[src/rtl/hbr_pkg.sv]
package hbr_pkg;
  localparam logic [4:0] FC_READ  = 5'd2;
  localparam logic [4:0] FC_CLEAR = 5'd9;
  localparam logic [4:0] FC_CTRL  = 5'd16;
  localparam logic [4:0] FC_PED   = 5'd17;
  localparam logic [4:0] FC_TEST  = 5'd25;

  typedef enum logic [1:0] {EV_EMPTY, EV_FRONT, EV_HOST} ev_state_t;

  typedef struct packed {
    logic       seq;
    logic       lam_en;
    logic [1:0] fmt;
  } ctrl_t;
endpackage

[src/rtl/hb_chan_fmt.sv]
module hb_chan_fmt #(
  parameter int DW = 11
) (
  input  logic [DW-1:0] raw,
  input  logic [DW-1:0] ped,
  input  logic [1:0]    fmt,
  output logic [DW-1:0] val,
  output logic          keep
);
  logic [DW:0] diff;

  assign diff = {1'b0, raw} - {1'b0, ped};

  always_comb begin
    if (fmt == 2'd0) val = raw;
    else             val = diff[DW] ? '0 : diff[DW-1:0];
    keep = !(fmt[1] && (val == '0));
  end
endmodule

[src/rtl/hb_first_set.sv]
module hb_first_set #(
  parameter int N = 16,
  localparam int IW = $clog2(N)
) (
  input  logic [N-1:0]  req,
  output logic          found,
  output logic [IW-1:0] idx
);
  always_comb begin
    found = 1'b0;
    idx   = '0;
    for (int i = N - 1; i >= 0; i--) begin
      if (req[i]) begin
        found = 1'b1;
        idx   = IW'(i);
      end
    end
  end
endmodule

[src/rtl/hb_readout_if.sv]
module hb_readout_if
  import hbr_pkg::*;
#(
  parameter int NCH = 16,
  parameter int DW  = 11,
  parameter int WW  = 16,
  localparam int AW = $clog2(NCH)
) (
  input  logic          clk,
  input  logic          rst,
  input  logic          cnv_we,
  input  logic [AW-1:0] cnv_ch,
  input  logic [DW-1:0] cnv_val,
  input  logic          cnv_done,
  input  logic          fp_done,
  input  logic          cmd_valid,
  input  logic [4:0]    cmd_f,
  input  logic [AW-1:0] cmd_a,
  input  logic [DW-1:0] cmd_wdata,
  output logic          rsp_valid,
  output logic          rsp_q,
  output logic [WW-1:0] rsp_data,
  output logic          lam,
  output logic          test_gate
);
  ev_state_t               st_q, st_d;
  ctrl_t                   ctrl_q, ctrl_d;
  logic [NCH-1:0][DW-1:0]  raw_q, ped_q, fval;
  logic [NCH-1:0]          keep, taken_q;
  logic                    nx_found, hit;
  logic [AW-1:0]           nx_idx, sel;
  logic                    is_rd, is_clr, is_ctrl, is_ped, is_test;

  assign is_rd   = cmd_valid && (cmd_f == FC_READ);
  assign is_clr  = cmd_valid && (cmd_f == FC_CLEAR) && (cmd_a == '0);
  assign is_ctrl = cmd_valid && (cmd_f == FC_CTRL)  && (cmd_a == '0);
  assign is_ped  = cmd_valid && (cmd_f == FC_PED);
  assign is_test = cmd_valid && (cmd_f == FC_TEST)  && (cmd_a == '0);

  for (genvar c = 0; c < NCH; c++) begin : g_ch
    hb_chan_fmt #(.DW(DW)) u_fmt (
      .raw (raw_q[c]),
      .ped (ped_q[c]),
      .fmt (ctrl_q.fmt),
      .val (fval[c]),
      .keep(keep[c])
    );
  end

  hb_first_set #(.N(NCH)) u_next (
    .req  (keep & ~taken_q),
    .found(nx_found),
    .idx  (nx_idx)
  );

  always_comb begin
    sel = ctrl_q.seq ? nx_idx : cmd_a;
    hit = (st_q == EV_HOST) && (ctrl_q.seq ? nx_found : keep[cmd_a]);
  end

  always_comb begin
    st_d = st_q;
    unique case (st_q)
      EV_EMPTY: if (cnv_done) st_d = EV_FRONT;
      EV_FRONT: if (fp_done)  st_d = EV_HOST;
      EV_HOST:  if (is_rd && ctrl_q.seq && !nx_found) st_d = EV_EMPTY;
      default:  st_d = EV_EMPTY;
    endcase
    if (is_clr) st_d = EV_EMPTY;
    ctrl_d = is_ctrl ? ctrl_t'(cmd_wdata[3:0]) : ctrl_q;
  end

  always_ff @(posedge clk) begin
    if (rst) begin
      st_q      <= EV_EMPTY;
      ctrl_q    <= '0;
      raw_q     <= '0;
      ped_q     <= '0;
      taken_q   <= '0;
      lam       <= 1'b0;
      test_gate <= 1'b0;
      rsp_valid <= 1'b0;
      rsp_q     <= 1'b0;
      rsp_data  <= '0;
    end else begin
      st_q   <= st_d;
      ctrl_q <= ctrl_d;
      if (cnv_we && st_q == EV_EMPTY) raw_q[cnv_ch] <= cnv_val;
      if (is_ped) ped_q[cmd_a] <= cmd_wdata;
      if (is_clr || (st_q != EV_HOST && st_d == EV_HOST)) taken_q <= '0;
      else if (is_rd && hit && ctrl_q.seq) taken_q[nx_idx] <= 1'b1;
      lam       <= ctrl_d.lam_en && (st_d == EV_HOST);
      test_gate <= is_test;
      rsp_valid <= is_rd;
      rsp_q     <= is_rd && hit;
      rsp_data  <= (is_rd && hit) ? ((WW'(sel) << (WW - AW)) | WW'(fval[sel])) : '0;
    end
  end

  AST_HOST_LOCKOUT: assert property (@(posedge clk) disable iff (rst)
    rsp_q |-> ($past(st_q) == EV_HOST));
  AST_SUPPRESSED_NO_Q: assert property (@(posedge clk) disable iff (rst)
    (rsp_q && $past(ctrl_q.fmt[1])) |-> (rsp_data[DW-1:0] != '0));
  AST_SEQ_END: assert property (@(posedge clk) disable iff (rst)
    (is_rd && ctrl_q.seq && st_q == EV_HOST && !nx_found) |=> (!rsp_q && st_q == EV_EMPTY && !lam));
  AST_LAM_NEEDS_HOST: assert property (@(posedge clk) disable iff (rst)
    lam |-> (st_q == EV_HOST));
  AST_CLEAR_EMPTIES: assert property (@(posedge clk) disable iff (rst)
    is_clr |=> (st_q == EV_EMPTY && !lam));
  AST_TEST_FROM_CMD: assert property (@(posedge clk) disable iff (rst)
    test_gate |-> $past(is_test));
  AST_RAW_FROZEN: assert property (@(posedge clk) disable iff (rst)
    (st_q != EV_EMPTY) |=> $stable(raw_q));
endmodule

[config.mk]
export PLATFORM = sky130hd
export DESIGN_NAME = hb_readout_if
export DESIGN_NICKNAME = d
export VERILOG_FILES = /design/src/rtl/hbr_pkg.sv /design/src/rtl/hb_chan_fmt.sv /design/src/rtl/hb_first_set.sv /design/src/rtl/hb_readout_if.sv
export SDC_FILE = /design/constraint.sdc
export NUM_CORES = 1
export LEC_CHECK = 0
export BUFFER_PORTS_ARGS = -buffer_cell sky130_fd_sc_hd__buf_2
export CORE_MARGIN = 5
export CORE_UTILIZATION = 55
export DETAILED_ROUTE_END_ITERATION = 10
export PLACE_DENSITY = 0.67
export SETUP_SLACK_MARGIN = 0.1
export SYNTH_ARGS = -nofsm -noshare
export SYNTH_HDL_FRONTEND = slang
export SYNTH_SLANG_ARGS = --single-unit
export TNS_END_PERCENT = 5
[constraint.sdc]
create_clock -name clk -period 6.1 [get_ports clk]
set_clock_uncertainty 0.05 [all_clocks]
set_input_delay 1.22 -clock clk [delete_from_list [all_inputs] [get_ports clk]]
set_output_delay 1.22 -clock clk [all_outputs]
set_load 0.02 [all_outputs]
==> results.toml <==
[detailed_routing]
drc_errors = 0
drtPass1Iterations = 6
drtIter0Drc = 2735
via_per_inst = 6.36
via_count = 25587
wirelength_mm = 97.9
drtAntennaViolNets = 0
drt-wirelength-per-cell_um = 24.3

[floorplan]
die-area_um2 = 54600
fp.dieH_um = 234
design.core.area_um2 = 49800
start_util_pct = 55.3
die_w_um = 234
io_pins = 61
num_rows = 82

[cells_and_area]
drive_above_1_share_pct = 7.83
design_area_um2 = 29900
fin_nets = 3545
syn2layout_area_growth_pct = 8.66
fin_util_pct = 60.0

[clocking]
postCtsSetupBuffers = 0
clock_sink_count = 393
ctsHoldBuffers = 0
worstSkewPairLatency_ns = 0.61
path_clk_slew_ns = 0.06
cts_resized = 0
cts_buffers = 47
cts_root_buf = "clkbuf_16"
cts_max_level = 2
clock_path_buffers = 3
cts_tree = "yes"

[sta]
worst_slew_pin_slew_ns = 1.12
final_max_slew_viol_count = 0
slew-limit-headroom_pct = 25.0
min_period_ns = 5.65
finalHoldViolCount = 0
setup-tns-final_ns = 0
max_freq_ghz = 0.177
setup_violations = 0
rsz0062_at_grt = "false"
fin_crit_sh_pct = 92.7

[global_routing]
grt_util_met3_pct = 4.80
grt_util_met2_pct = 56.3
antenna_found_initial = 2
grt_usage_pct = 34.9
busiest_layer = "met2"
use_met1_pct = 47.1
grt_overflow = 0
grt_pass1_wl_mm = 147
grt_max_degree = 130
grt_pass1_vias = 24199

[setup_path]
end_kind = "register"
crit_top_cell = "a21o_1"
critPathMaxFanout = 37
start_kind = "register"
crit_slowest_cell = "o32ai_1"
reg2reg_slack_ns = 0.45
criticalPathCategory = "register to register"
required_ns = 6.57
slowest_delay_ns = 0.60
crit_arrival_ns = 6.13
crit_chain = "inv_1 -> ha_1 -> inv_1 -> fa_1 -> a21o_1 -> a211oi_2 -> o21bai_1 -> xnor2_1 -> nand4_1 -> or4_1 -> o32ai_1 -> o32ai_1 -> a21o_1 -> nor3_2 -> nand2b_4 -> buf_12 -> buf_4 -> a221oi_1 -> a21o_1 -> mux2_2 -> a21oi_1 -> a32o_1"

[outcome]
status = "finished clean"

[synthesis]
synth_cell_type_count = 113
synth_nets = 3591
ys.flop_type = "dfxtp_1"
synth_area_um2 = 27500
yosysTopAreaCell = "dfxtp_1"
yosysSeqAreaShare_pct = 28.6
avgSynthCellArea_um2 = 8.19
ys_warn_count = 0
synth_seq_cells = 393
synth_edf_count = 0
yosys.area.top_type_share_pct = 28.6
synthCells = 3358
synth_area_leaders = "dfxtp_1, mux2i_1, ha_1"
async_flop_share_pct = 0

[power]
power.leakage_nw = 12.3
vdd_drop_max_mv = 0.235
p_total_w = 0.00637
power.density_nw_per_um2 = 213

[placement]
hpwl_mm = 68.0
placed_area_um2 = 28200
place_congestion = 1.03
io_buffers = 59

[hold_path]
hp-class = "register to register"

[run]
max_cap_violations = 0
## state kept, by name (all words and copies together), names as in the netlist
register,count
rsp_data,15
raw_q,176
lam,1
ctrl_q,4
rsp_q,1
test_gate,1
ped_q,176
rsp_valid,1
taken_q,16
st_q,2
## metal layers
metal  vias to the layer above  share of wire (%)
li1                      11929                  -
met1                     12314                 42
met2                      1106                 45
met3                       238                8.0
met4                         0                4.8
met5                         -                  0
## final timing paths
| check | from | endpoint | cells after the start |
|---|---|---|---|
| worst max-delay path | raw_q[44] | rsp_data[3] | 22 |
| worst max register to register | raw_q[44] | rsp_data[3] | 22 |
| worst min-delay path | st_q[1] | st_q[0] | 1 |
| worst min register to register | st_q[1] | st_q[0] | 1 |
## cell type report
cell class / count / area (µm²)
multi-input combinational: 2531 / 17900
clock buffer: 64 / 1380
sequential: 393 / 7870
tap: 672 / 841
timing repair buffer: 105 / 688
fill: 4503 / 19900
clock inverter: 21 / 315
inverter: 234 / 878
antenna: 2 / 5.00
## cells in the final DEF, fill, tap and decap left out, types with 20 or more instances in the layout
master / count
a211oi_1: 62
a21o_1: 48
a21oi_1: 149
a221oi_1: 36
a31oi_1: 36
and3_1: 21
buf_2: 58
buf_4: 43
clkbuf_16: 49
dfxtp_1: 393
ha_1: 176
inv_1: 233
mux2i_1: 371
nand2_1: 163
nand2b_1: 38
nand3_1: 73
nor2_1: 540
nor2b_1: 37
nor3_1: 74
nor4_1: 20
o211ai_1: 28
o21a_1: 42
o21ai_0: 83
o21ai_1: 22
or3_1: 20
xnor2_1: 68
xor2_1: 38
## synthesized netlist by cell type (37+ instances only)
master / count
mux2i_1: 371
inv_1: 233
nor3_1: 76
ha_1: 176
nand2_1: 163
clkbuf_1: 138
xor2_1: 38
o21ai_0: 83
nand3_1: 73
a21o_1: 48
nand2b_1: 38
dfxtp_1: 393
o21a_1: 42
nor2b_1: 37
a21oi_1: 149
nor2_1: 543
a211oi_1: 62
xnor2_1: 68
## cells by family after synthesis
logic type	Yosys count	synth area share (%)
flops	393	28.6
xor+xnor	106	3.38
compound gates	737	19.5
fa+ha+maj	192	9.17
buf+inv	434	6.43
mux	380	14.0
simple gates	1115	19.0
other cells	1	0.0136
## report_power, final
part / switching, W / internal, W
Combinational: 0.000465 / 0.000209
Clock: 0.00121 / 0.00189
Sequential: 0.0000161 / 0.00258
## worst max-delay path, delay by kind of cell, from the launching register on
kind            cells  cell delay, ns
buf+inv             4            0.63
mux                 1            0.26
fa+ha+maj           2            0.54
compound gates     10            2.20
simple gates        4            1.36
xor+xnor            1            0.20
flops               1            0.33
## metrics by stage
step           std cells  hold WS [ns]  worst slack (ns)
4_1_cts             4020         0.408             0.563
2_1_floorplan       3358         0.372              1.79
6_report            4022         0.416             0.448
3_3_place_gp        3935         0.385             0.656
3_5_place_dp        3935         0.402             0.621
5_1_grt             4020         0.424             0.216
(Power assumes the default switching activity.)
